$ cat config.mk
export PLATFORM = sky130hd
export DESIGN_NAME = sirq_host
export DESIGN_NICKNAME = d
export VERILOG_FILES = /design/src/rtl/sirq_pkg.sv /design/src/rtl/sirq_frame_timer.sv /design/src/rtl/sirq_capture.sv /design/src/rtl/sirq_sequencer.sv /design/src/rtl/sirq_host.sv
export SDC_FILE = /design/constraint.sdc
export NUM_CORES = 1
export LEC_CHECK = 0
export ABC_AREA = 1
export BUFFER_PORTS_ARGS = -buffer_cell sky130_fd_sc_hd__buf_4
export CORE_UTILIZATION = 45
export DETAILED_ROUTE_END_ITERATION = 7
export PLACE_DENSITY_LB_ADDON = 0.05
export SYNTH_ARGS = -nofsm -noshare
export SYNTH_HDL_FRONTEND = slang
export SYNTH_SLANG_ARGS = --single-unit
$ cat constraint.sdc
create_clock -name clk -period 2.1 [get_ports clk]
set_input_delay 0.21 -clock clk [delete_from_list [all_inputs] [get_ports clk]]
set_output_delay 0.21 -clock clk [all_outputs]
set_load 0.02 [all_outputs]
$ cat src/rtl/sirq_pkg.sv
package sirq_pkg;

   typedef enum logic [2:0] {
      ST_IDLE,
      ST_START,
      ST_DATA,
      ST_STOP,
      ST_TURN
   } sirq_state_e;

   // every data frame spans this many clocks; sampling sits at one phase
   localparam int FRAME_CLKS   = 3;
   localparam int SAMPLE_PHASE = 1;

   // Stop-frame widths that encode the next cycle's mode
   localparam int STOP_QUIET   = 2;
   localparam int STOP_CONT    = 3;

   // legal Start-frame widths
   localparam int START_MIN    = 4;
   localparam int START_MAX    = 8;

endpackage

$ cat src/rtl/sirq_frame_timer.sv
module sirq_frame_timer
   import sirq_pkg::*;
#(
   parameter int NUM_FRAMES = 32,
   parameter int FR_CLKS    = FRAME_CLKS,
   parameter int SMP_PHASE  = SAMPLE_PHASE
) (
   input  logic                          clk,
   input  logic                          rst_n,
   input  logic                          run,
   output logic                          sample_stb,
   output logic                          first_tick,
   output logic                          last_tick,
   output logic [$clog2(NUM_FRAMES)-1:0] frame_idx
);

   localparam int FW = $clog2(NUM_FRAMES);
   localparam int PW = (FR_CLKS > 1) ? $clog2(FR_CLKS) : 1;

   if (SMP_PHASE < 0 || SMP_PHASE >= FR_CLKS) begin : g_bad_phase
      $error("sample phase must lie inside the frame");
   end
   if (NUM_FRAMES < 2) begin : g_bad_frames
      $error("at least two frames are needed");
   end

   logic [PW-1:0] phase_q;
   logic [FW-1:0] frame_q;

   logic phase_wrap;
   assign phase_wrap = (phase_q == PW'(FR_CLKS - 1));

   always_ff @(posedge clk or negedge rst_n) begin
      if (!rst_n) begin
         phase_q <= '0;
         frame_q <= '0;
      end else if (!run) begin
         phase_q <= '0;
         frame_q <= '0;
      end else if (phase_wrap) begin
         phase_q <= '0;
         frame_q <= frame_q + 1'b1;
      end else begin
         phase_q <= phase_q + 1'b1;
      end
   end

   assign sample_stb = run && (phase_q == PW'(SMP_PHASE));
   assign first_tick = run && (phase_q == '0) && (frame_q == '0);
   assign last_tick  = run && phase_wrap && (frame_q == FW'(NUM_FRAMES - 1));
   assign frame_idx  = frame_q;

   // the frame counter never passes the last frame while running
   a_r4_frame_in_range: assert property (@(posedge clk) disable iff (!rst_n)
      (run && last_tick) |=> (frame_q == '0));

endmodule

$ cat src/rtl/sirq_capture.sv
module sirq_capture #(
   parameter int NUM_REQ    = 21,
   parameter int NUM_FRAMES = 32
) (
   input  logic                          clk,
   input  logic                          rst_n,
   input  logic                          sample_stb,
   input  logic [$clog2(NUM_FRAMES)-1:0] frame_idx,
   input  logic                          line_in,
   input  logic                          commit,
   output logic [NUM_REQ-1:0]            irq_vec
);

   localparam int FW = $clog2(NUM_FRAMES);

   if (NUM_REQ > NUM_FRAMES) begin : g_bad_req
      $error("more request outputs than frames");
   end

   logic [NUM_REQ-1:0] shadow_q;
   logic [NUM_REQ-1:0] vec_q;

   // one shadow flop per assigned frame; frames past NUM_REQ have none
   for (genvar k = 0; k < NUM_REQ; k++) begin : g_slot
      logic hit;
      assign hit = sample_stb && (frame_idx == FW'(k));
      always_ff @(posedge clk or negedge rst_n) begin
         if (!rst_n)   shadow_q[k] <= 1'b0;
         else if (hit) shadow_q[k] <= line_in;
      end
   end

   always_ff @(posedge clk or negedge rst_n) begin
      if (!rst_n)      vec_q <= '0;
      else if (commit) vec_q <= shadow_q;
   end

   assign irq_vec = vec_q;

   // the published vector moves only on the edge that closes the data phase
   a_r6_vec_hold: assert property (@(posedge clk) disable iff (!rst_n)
      !$stable(irq_vec) |-> $past(commit));

endmodule

$ cat src/rtl/sirq_sequencer.sv
module sirq_sequencer
   import sirq_pkg::*;
#(
   parameter int START_CLKS = 4
) (
   input  logic clk,
   input  logic rst_n,
   input  logic start_req,
   input  logic cfg_continuous,
   input  logic line_in,
   input  logic data_done,
   input  logic first_tick,
   input  logic sample_stb,
   output logic line_oe,
   output logic data_run
);

   localparam int LONGEST = (START_CLKS > STOP_CONT) ? START_CLKS : STOP_CONT;
   localparam int CW      = $clog2(LONGEST + 1);

   sirq_state_e st_q;
   logic [CW-1:0] cnt_q;
   logic init_pending_q;
   logic mode_cont_q;
   logic [CW-1:0] stop_last;
   logic idle_go;

   assign stop_last = mode_cont_q ? CW'(STOP_CONT - 1) : CW'(STOP_QUIET - 1);
   assign idle_go   = init_pending_q || start_req || (!mode_cont_q && !line_in);

   always_ff @(posedge clk or negedge rst_n) begin
      if (!rst_n) begin
         st_q           <= ST_IDLE;
         cnt_q          <= '0;
         init_pending_q <= 1'b1;
         mode_cont_q    <= 1'b1;
      end else begin
         unique case (st_q)
            ST_IDLE: begin
               if (idle_go) begin
                  st_q           <= ST_START;
                  cnt_q          <= '0;
                  init_pending_q <= 1'b0;
               end
            end
            ST_START: begin
               if (cnt_q == CW'(START_CLKS - 1)) begin
                  st_q  <= ST_DATA;
                  cnt_q <= '0;
               end else begin
                  cnt_q <= cnt_q + 1'b1;
               end
            end
            ST_DATA: begin
               if (data_done) begin
                  st_q        <= ST_STOP;
                  cnt_q       <= '0;
                  mode_cont_q <= cfg_continuous;
               end
            end
            ST_STOP: begin
               if (cnt_q == stop_last) st_q <= ST_TURN;
               else                    cnt_q <= cnt_q + 1'b1;
            end
            ST_TURN: st_q <= ST_IDLE;
            default: st_q <= ST_IDLE;
         endcase
      end
   end

   assign line_oe  = (st_q == ST_START) || (st_q == ST_STOP);
   assign data_run = (st_q == ST_DATA);

   // length of the most recent run of drive clocks, kept for the checks below
   logic [CW-1:0] oe_run_q;
   always_ff @(posedge clk or negedge rst_n) begin
      if (!rst_n)       oe_run_q <= '0;
      else if (line_oe) oe_run_q <= oe_run_q + 1'b1;
      else              oe_run_q <= '0;
   end

   // the host never drives the wire when a frame is sampled
   a_r4_release_at_sample: assert property (@(posedge clk) disable iff (!rst_n)
      sample_stb |-> !line_oe);

   // the data phase opens right after a Start of exactly START_CLKS clocks
   a_r3_start_width: assert property (@(posedge clk) disable iff (!rst_n)
      first_tick |-> (oe_run_q == CW'(START_CLKS)));

   // the Stop width matches the mode it announces
   a_r7_stop_width: assert property (@(posedge clk) disable iff (!rst_n)
      (st_q == ST_TURN) |->
         (oe_run_q == (mode_cont_q ? CW'(STOP_CONT) : CW'(STOP_QUIET))));

   // a low wire in Continuous idle does not begin a cycle
   a_r8_cont_ignores_wire: assert property (@(posedge clk) disable iff (!rst_n)
      (st_q == ST_IDLE && mode_cont_q && !init_pending_q && !start_req) |=> !line_oe);

endmodule

$ cat src/rtl/sirq_host.sv
module sirq_host
   import sirq_pkg::*;
#(
   parameter int START_CLKS = 4,
   parameter int NUM_FRAMES = 32,
   parameter int NUM_REQ    = 21
) (
   input  logic               clk,
   input  logic               rst_n,
   input  logic               cfg_continuous,
   input  logic               start_req,
   input  logic               line_in,
   output logic               line_oe,
   output logic [NUM_REQ-1:0] irq_vec
);

   localparam int FW = $clog2(NUM_FRAMES);

   if (START_CLKS < START_MIN || START_CLKS > START_MAX) begin : g_bad_start
      $error("START_CLKS outside the legal range");
   end
   if (NUM_REQ < 1 || NUM_REQ > NUM_FRAMES) begin : g_bad_req
      $error("NUM_REQ must be between 1 and NUM_FRAMES");
   end

   logic          data_run;
   logic          sample_stb;
   logic          first_tick;
   logic          last_tick;
   logic [FW-1:0] frame_idx;

   sirq_sequencer #(
      .START_CLKS (START_CLKS)
   ) i_seq (
      .clk            (clk),
      .rst_n          (rst_n),
      .start_req      (start_req),
      .cfg_continuous (cfg_continuous),
      .line_in        (line_in),
      .data_done      (last_tick),
      .first_tick     (first_tick),
      .sample_stb     (sample_stb),
      .line_oe        (line_oe),
      .data_run       (data_run)
   );

   sirq_frame_timer #(
      .NUM_FRAMES (NUM_FRAMES)
   ) i_timer (
      .clk        (clk),
      .rst_n      (rst_n),
      .run        (data_run),
      .sample_stb (sample_stb),
      .first_tick (first_tick),
      .last_tick  (last_tick),
      .frame_idx  (frame_idx)
   );

   sirq_capture #(
      .NUM_REQ    (NUM_REQ),
      .NUM_FRAMES (NUM_FRAMES)
   ) i_cap (
      .clk        (clk),
      .rst_n      (rst_n),
      .sample_stb (sample_stb),
      .frame_idx  (frame_idx),
      .line_in    (line_in),
      .commit     (last_tick),
      .irq_vec    (irq_vec)
   );

endmodule

Yosys cells after proc, flatten, opt, wreduce, memory -nomap -nowiden
Cells that the tools add are included.
Word-level totals
  register bits: 57
  bits of input ports: 5
  output and inout port bits: 22
  word-level logic and storage cells: 117
Cells by class
  add/subtract/negate cells: 3
  eq/ne operators: 34
  muxes and demuxes: 15
  reductions and logical operators: 37
Operators by type and width (count)
  == test 5 x 4 -> 1 bit (second input constant): 8
  == test 5 bit (second input constant): 6
  logical AND 1 bit: 25
  two-way mux 3 bit: 8
  case mux 3 bit (4 select lines): 2
  == test 5 x 3 -> 1 bit (second input constant): 4
  == test 5 x 2 -> 1 bit (second input constant): 2
  two-way mux 5 bit: 2
  == test 3 x 2 -> 1 bit (second input constant): 3
  != test 2 x 1 -> 1 bit (second input constant): 4
  AND reduction 4 bit: 2
  two-way mux 2 bit: 3
  adder 5 x 1 -> 5 bit (second input constant): 1
  == test 5 x 1 -> 1 bit (second input constant): 1
  zero test 5 bit: 1
  != test 2 bit (second input constant): 2
  AND reduction 2 bit: 2
  nonzero test 4 bit: 1
  adder 3 x 1 -> 3 bit (second input constant): 1
  == test 3 x 1 -> 1 bit (second input constant): 1
  == test 3 bit: 1
  zero test 3 bit: 1
  logical OR 1 bit: 3
  adder 2 x 1 -> 2 bit (second input constant): 1
  3 further kinds: 4

Longest topological paths before layout
  depth after elaboration: 5
  mapped depth: 9
  gate-level depth less buffers: 9

Modules after synthesis
From an unflattened synthesis, not the netlist that was laid out.
Unflattened totals
  cell total of the unflattened synthesis: 310
  area total of the unflattened synthesis: 2791.4 um^2
By module, submodules not included
  sirq_capture: instances 1, cells each 182, area an instance 1835.5 um^2, sequential area each 1051.0 um^2
  sirq_sequencer: instances 1, cells each 83, area an instance 580.6 um^2, sequential area each 202.7 um^2
  sirq_frame_timer: instances 1, cells each 45, area an instance 375.4 um^2, sequential area each 175.2 um^2

Worst setup path after synthesis
OpenSTA, ideal clock, no wires.
  path type: flip-flop to flip-flop
  from: reg i_timer.frame_q[0], in the netlist i_timer.frame_idx[0]
  to: reg i_cap.vec_q[10], in the netlist i_cap.irq_vec[10]
  setup time: 131 ps
  arrival: 1405 ps
  required time: 1969 ps
  slack: 565 ps
  cell stages (with the launch flop): 8
  path buffers: 1
  clock period less this slack: 1535 ps
  path through: dfrtp_1 ha_1 inv_1 nor2_1 ha_1 nand3_4 clkbuf_1 o21ai_0
Between the ends
  cells in the longest elaborated chain, start to end: 2
RTL lines
  start: declaration: RTL line sirq_frame_timer.sv:28  | logic [FW-1:0] frame_q;
  start signal: assignment: RTL line sirq_frame_timer.sv:42  | frame_q <= frame_q + 1'b1;
  == test 5 bit: RTL line sirq_frame_timer.sv:50  | assign last_tick = run && phase_wrap && (frame_q == FW'(NUM_FRAMES - 1));
  logical AND 1 bit: RTL line sirq_frame_timer.sv:50
  end signal: assignment: RTL line sirq_capture.sv:35  | else if (commit) vec_q <= shadow_q;
  end: declaration: RTL line sirq_capture.sv:21  | logic [NUM_REQ-1:0] vec_q;
No other way between the ends.
A chain may end at the register's enable or synchronous reset.

Worst setup path after layout
  from: reg i_timer.frame_q[0], in the netlist i_timer.frame_idx[0]
  to: reg i_cap.vec_q[16], in the netlist i_cap.irq_vec[16]
The elaborated chain is that of the path after synthesis.

==> flow_summary.html <==
<table>
<tr><th>Metric</th><th>Value</th></tr>
<tr><th colspan="2">STA</th></tr>
<tr><td>Setup slack after layout</td><td>0.249 ns</td></tr>
<tr><td>Transition at the pin with the smallest max-transition slack</td><td>around 0.71 ns</td></tr>
<tr><td>Final-report hold violation count</td><td>0</td></tr>
<tr><td>Max-slew violation total from the final report</td><td>0</td></tr>
<tr><td>Setup repair after global routing missed its margin</td><td>no</td></tr>
<tr><td>Total Neg Setup Slack</td><td>0 ns</td></tr>
<tr><td>Worst Skew</td><td>~0.0091 ns</td></tr>
<tr><td>Period utilisation layout</td><td>0.881</td></tr>
<tr><td>Final setup vio count</td><td>0</td></tr>
<tr><td>Highest attainable clock frequency</td><td>about 540 MHz</td></tr>
<tr><td>Post-layout minimum cycle time</td><td>roughly 1.9 ns</td></tr>
<tr><td>Normalized max-slew margin</td><td>0.527</td></tr>
<tr><th colspan="2">Global routing</th></tr>
<tr><td>Largest net degree at the start of global routing</td><td>58</td></tr>
<tr><td>Overall overflow remaining after global route</td><td>0</td></tr>
<tr><td>First-pass GRT wire length</td><td>approximately 9 mm</td></tr>
<tr><td>Number of antenna violations at the first check in global routing</td><td>0</td></tr>
<tr><td>Via count of the first global-routing pass</td><td>1942</td></tr>
<tr><td>Total GRT Usage</td><td>0.193</td></tr>
<tr><th colspan="2">Critical path</th></tr>
<tr><td>Worst Path Arrival</td><td>between 2 and 2.5 ns</td></tr>
<tr><td>Path depth of the worst reg2reg path</td><td>6</td></tr>
<tr><td>Max stage delay cell, worst path</td><td>sky130_fd_sc_hd__dfrtp_1</td></tr>
<tr><td>Internal reg-to-reg setup slack</td><td>about 0.25 ns</td></tr>
<tr><td>Capture instance of the worst register-to-register path</td><td>i_cap.irq_vec[16]</td></tr>
<tr><td>Required time worst endpoint</td><td>between 2 and 2.5 ns</td></tr>
<tr><td>CP Capture Point</td><td>i_cap.irq_vec[16]</td></tr>
<tr><td>Cell chain of the critical path</td><td>ha_1 -&gt; inv_1 -&gt; nor2_1 -&gt; ha_1 -&gt; nand3_4 -&gt; o21ai_0</td></tr>
<tr><td>Timing startpoint of the critical path</td><td>i_timer.frame_idx[0]</td></tr>
<tr><td>Critical Setup Path Class</td><td>flip-flop to flip-flop</td></tr>
<tr><td>Category of the worst setup path launch point</td><td>flip-flop</td></tr>
<tr><td>Library cell appearing most often on the critical path</td><td>sky130_fd_sc_hd__ha_1</td></tr>
<tr><td>Maximum fanout count along the critical path</td><td>between 40 and 50</td></tr>
<tr><td>Kind of end point of the critical path</td><td>flip-flop</td></tr>
<tr><td>Worst path max stage delay</td><td>roughly 0.39 ns</td></tr>
<tr><td>Worst r2r src</td><td>i_timer.frame_idx[0]</td></tr>
<tr><th colspan="2">Cells and area</th></tr>
<tr><td>Area added between synthesis and finish</td><td>18.4%</td></tr>
<tr><td>Footprint of the multi-input gates</td><td>roughly 1000 sq um</td></tr>
<tr><td>Register cell area after layout</td><td>roughly 1400 sq um</td></tr>
<tr><td>Filler instances</td><td>520</td></tr>
<tr><td>Antenna fix cells</td><td>0</td></tr>
<tr><td>Post-Route Utilization</td><td>0.564</td></tr>
<tr><td>Share of post-route cells with drive strength above 1</td><td>0.147</td></tr>
<tr><td>Most common cell after layout, fill and taps aside</td><td>sky130_fd_sc_hd__nand2_1</td></tr>
<tr><td>Most used cells in the layout excluding fill and tap cells</td><td>84 x sky130_fd_sc_hd__nand2_1, 55 x sky130_fd_sc_hd__dfrtp_1, 52 x sky130_fd_sc_hd__inv_1, 38 x sky130_fd_sc_hd__o21ai_0, 28 x sky130_fd_sc_hd__buf_4</td></tr>
<tr><td># nets final</td><td>between 300 and 400</td></tr>
<tr><th colspan="2">Pwr</th></tr>
<tr><td>Overall power after layout</td><td>between 2 and 2.5 mW</td></tr>
<tr><td>Leak pwr</td><td>roughly 1.6 nW</td></tr>
<tr><td>VDD IR max</td><td>around 0.48 mV</td></tr>
<tr><td>Cell Pwr Density</td><td>roughly 730 nW/um^2</td></tr>
<tr><th colspan="2">Detailed routing</th></tr>
<tr><td>Count of nets left with antenna violations after detail routing</td><td>0</td></tr>
<tr><td>Drt total wl</td><td>5.12 mm</td></tr>
<tr><td>Number of design-rule violations left by the first detailed-router iteration</td><td>between 90 and 100</td></tr>
<tr><td>Detail-routed via count per cell</td><td>~4.8</td></tr>
<tr><td>Number of detailed-routing iterations run before antenna repair</td><td>4</td></tr>
<tr><td>Detailed-route DRC error count</td><td>0</td></tr>
<tr><td>Via Count</td><td>a little over 2000</td></tr>
<tr><td>Average routed wire per standard cell</td><td>11.9 um</td></tr>
<tr><th colspan="2">Yosys</th></tr>
<tr><td>Number of synthesized flops with an enable pin</td><td>0</td></tr>
<tr><td>Sequential-to-total area share from yosys stat</td><td>0.535</td></tr>
<tr><td>Synth Register Bits</td><td>57</td></tr>
<tr><td>Mapped Area</td><td>2670 sq um</td></tr>
<tr><td>Post-Syn Instances</td><td>between 300 and 400</td></tr>
<tr><td>Ys async rst share</td><td>1.00</td></tr>
<tr><td>Commonest register cell after synthesis</td><td>sky130_fd_sc_hd__dfrtp_1</td></tr>
<tr><td>Unique cell type count in the Yosys netlist</td><td>26</td></tr>
<tr><td>Total nets after synthesis</td><td>~340</td></tr>
<tr><td>Yosys synthesis warning count</td><td>0</td></tr>
<tr><td>Syn Area/Cell</td><td>just over 8 sq um</td></tr>
<tr><th colspan="2">Die</th></tr>
<tr><td>Placement row count</td><td>27</td></tr>
<tr><td>Die Ht</td><td>79.1 um</td></tr>
<tr><td>Effective utilization at floorplan</td><td>0.477</td></tr>
<tr><td>Area of the core region</td><td>roughly 5600 sq um</td></tr>
<tr><td>Die Width</td><td>approximately 79 um</td></tr>
<tr><td>Die area</td><td>about 6300 sq um</td></tr>
<tr><td>Number of I/O pins</td><td>27</td></tr>
<tr><th colspan="2">Clock network</th></tr>
<tr><td>Total clock sinks</td><td>57</td></tr>
<tr><td>Resize count post-CTS</td><td>0</td></tr>
<tr><td>Clock-pin transition on the worst setup and hold timing paths</td><td>~0.070 ns</td></tr>
<tr><td>Cts bufs inserted</td><td>9</td></tr>
<tr><td>Clock insertion delay at the later pin of the skew report</td><td>about 0.34 ns</td></tr>
<tr><td>Clock Root Buffer</td><td>sky130_fd_sc_hd__clkbuf_8</td></tr>
<tr><td>CTS max path bufs</td><td>2</td></tr>
<tr><td>CTS HTree Levels</td><td>3</td></tr>
<tr><td>TritonCTS clock tree</td><td>yes</td></tr>
<tr><th colspan="2">Run</th></tr>
<tr><td>Number of maximum-capacitance constraint violations</td><td>0</td></tr>
<tr><th colspan="2">Placement</th></tr>
<tr><td>Worst slack at placement</td><td>roughly 0.24 ns</td></tr>
<tr><td>Quantity of I/O buffers inserted on ports</td><td>26</td></tr>
<tr><td>Final HPWL from detailed placement</td><td>3.53 mm</td></tr>
<tr><td>Final weighted congestion in routability-driven placement</td><td>between 0.8 and 0.9</td></tr>
<tr><th colspan="2">Status</th></tr>
<tr><td>Outcome</td><td>finished, final reports clean</td></tr>
<tr><th colspan="2">Min path</th></tr>
<tr><td>Hold WC Path Type</td><td>input port to flip-flop</td></tr>
</table>
## worst max-delay path: cells and delay by family, from the launching register on
family	cells	cell delay, ns
buffers and inverters	1	0.09
flip-flops	1	0.39
AND/OR/NAND/NOR	2	0.53
AO/OA/AOI/OAI	1	0.31
adder cells (fa/ha/maj)	2	0.42
## flip-flops by register name, summed over array words and instances, names as in the netlist
| register | cells |
|---|---|
| i_cap.irq_vec | 21 |
| i_cap.shadow_q | 21 |
| i_timer.frame_idx | 5 |
| i_seq.cnt_q | 3 |
| i_seq.st_q | 3 |
| i_timer.phase_q | 2 |
| i_seq.init_pending_q | 1 |
| i_seq.mode_cont_q | 1 |
## cell usage after synthesis (3+ instances only)
library cell	count	area share
sky130_fd_sc_hd__a21oi_1	3	0.0056
sky130_fd_sc_hd__clkbuf_1	3	0.0042
sky130_fd_sc_hd__dfrtp_1	55	0.51
sky130_fd_sc_hd__ha_1	9	0.042
sky130_fd_sc_hd__inv_1	52	0.073
sky130_fd_sc_hd__nand2_1	84	0.12
sky130_fd_sc_hd__nand3_1	17	0.032
sky130_fd_sc_hd__nand4_1	3	0.0070
sky130_fd_sc_hd__nor2_1	19	0.027
sky130_fd_sc_hd__nor3_1	12	0.022
sky130_fd_sc_hd__o21ai_0	38	0.071
sky130_fd_sc_hd__o21ai_1	10	0.019
## stage by stage
step	cells	hold slack [ns]	instance area, sq um
6_report	432	0.127	3160
5_1_grt	432	0.129	3160
4_1_cts	432	0.107	3160
3_5_place_dp	415	0.314	2940
3_3_place_gp	415	0.319	2940
2_1_floorplan	322	-0.0856	2670
## logic make-up after synthesis
| family | Yosys count | synth area share |
|---|---|---|
| buffers and inverters | 61 | 0.0899 |
| flip-flops | 57 | 0.535 |
| AND/OR/NAND/NOR | 140 | 0.228 |
| AO/OA/AOI/OAI | 55 | 0.106 |
| adder cells (fa/ha/maj) | 9 | 0.0421 |
## final cells by class
type / count / area share
Clock buffer: 9 / 0.0391
Clock inverter: 7 / 0.0301
Inverter: 54 / 0.0641
Multi-Input combinational cell: 204 / 0.317
Sequential cell: 57 / 0.452
Tap cell: 72 / 0.0285
Timing Repair Buffer: 29 / 0.0696
## worst min path at each step
stage	start	slack, ns	cells past startpoint	endpoint
4_1_cts	cfg_continuous	0.11	3	i_seq.mode_cont_q
3_3_place_gp	rst_n	0.32	1	i_cap.irq_vec[9]
5_1_grt	cfg_continuous	0.13	3	i_seq.mode_cont_q
2_1_floorplan	rst_n	-0.09	0	i_cap.irq_vec[0]
6_report	cfg_continuous	0.13	3	i_seq.mode_cont_q
3_5_place_dp	rst_n	0.31	1	i_cap.irq_vec[8]
## power by group
| group | total (mW) | leakage (nW) | internal [mW] | switching, mW |
|---|---|---|---|---|
| sequential | 1.12 | 0.698 | 1.11 | 0.00943 |
| clock | 1.12 | 0.109 | 0.667 | 0.458 |
| combinational | 0.0531 | 0.838 | 0.0155 | 0.0376 |
## metal layers
metal,routed length (um),track usage
met1,2540,0.259
met2,2290,0.286
met3,173,0.0517
met4,110,0.0982
met5,0,0
## repair_timing
action | 4_1_cts | 5_1_grt
buffers inserted | 0 | 0
hold endpoints to repair | 55 | 0
hold buffers | 1 | 0
Note: power is estimated with default switching activity, not from simulation.
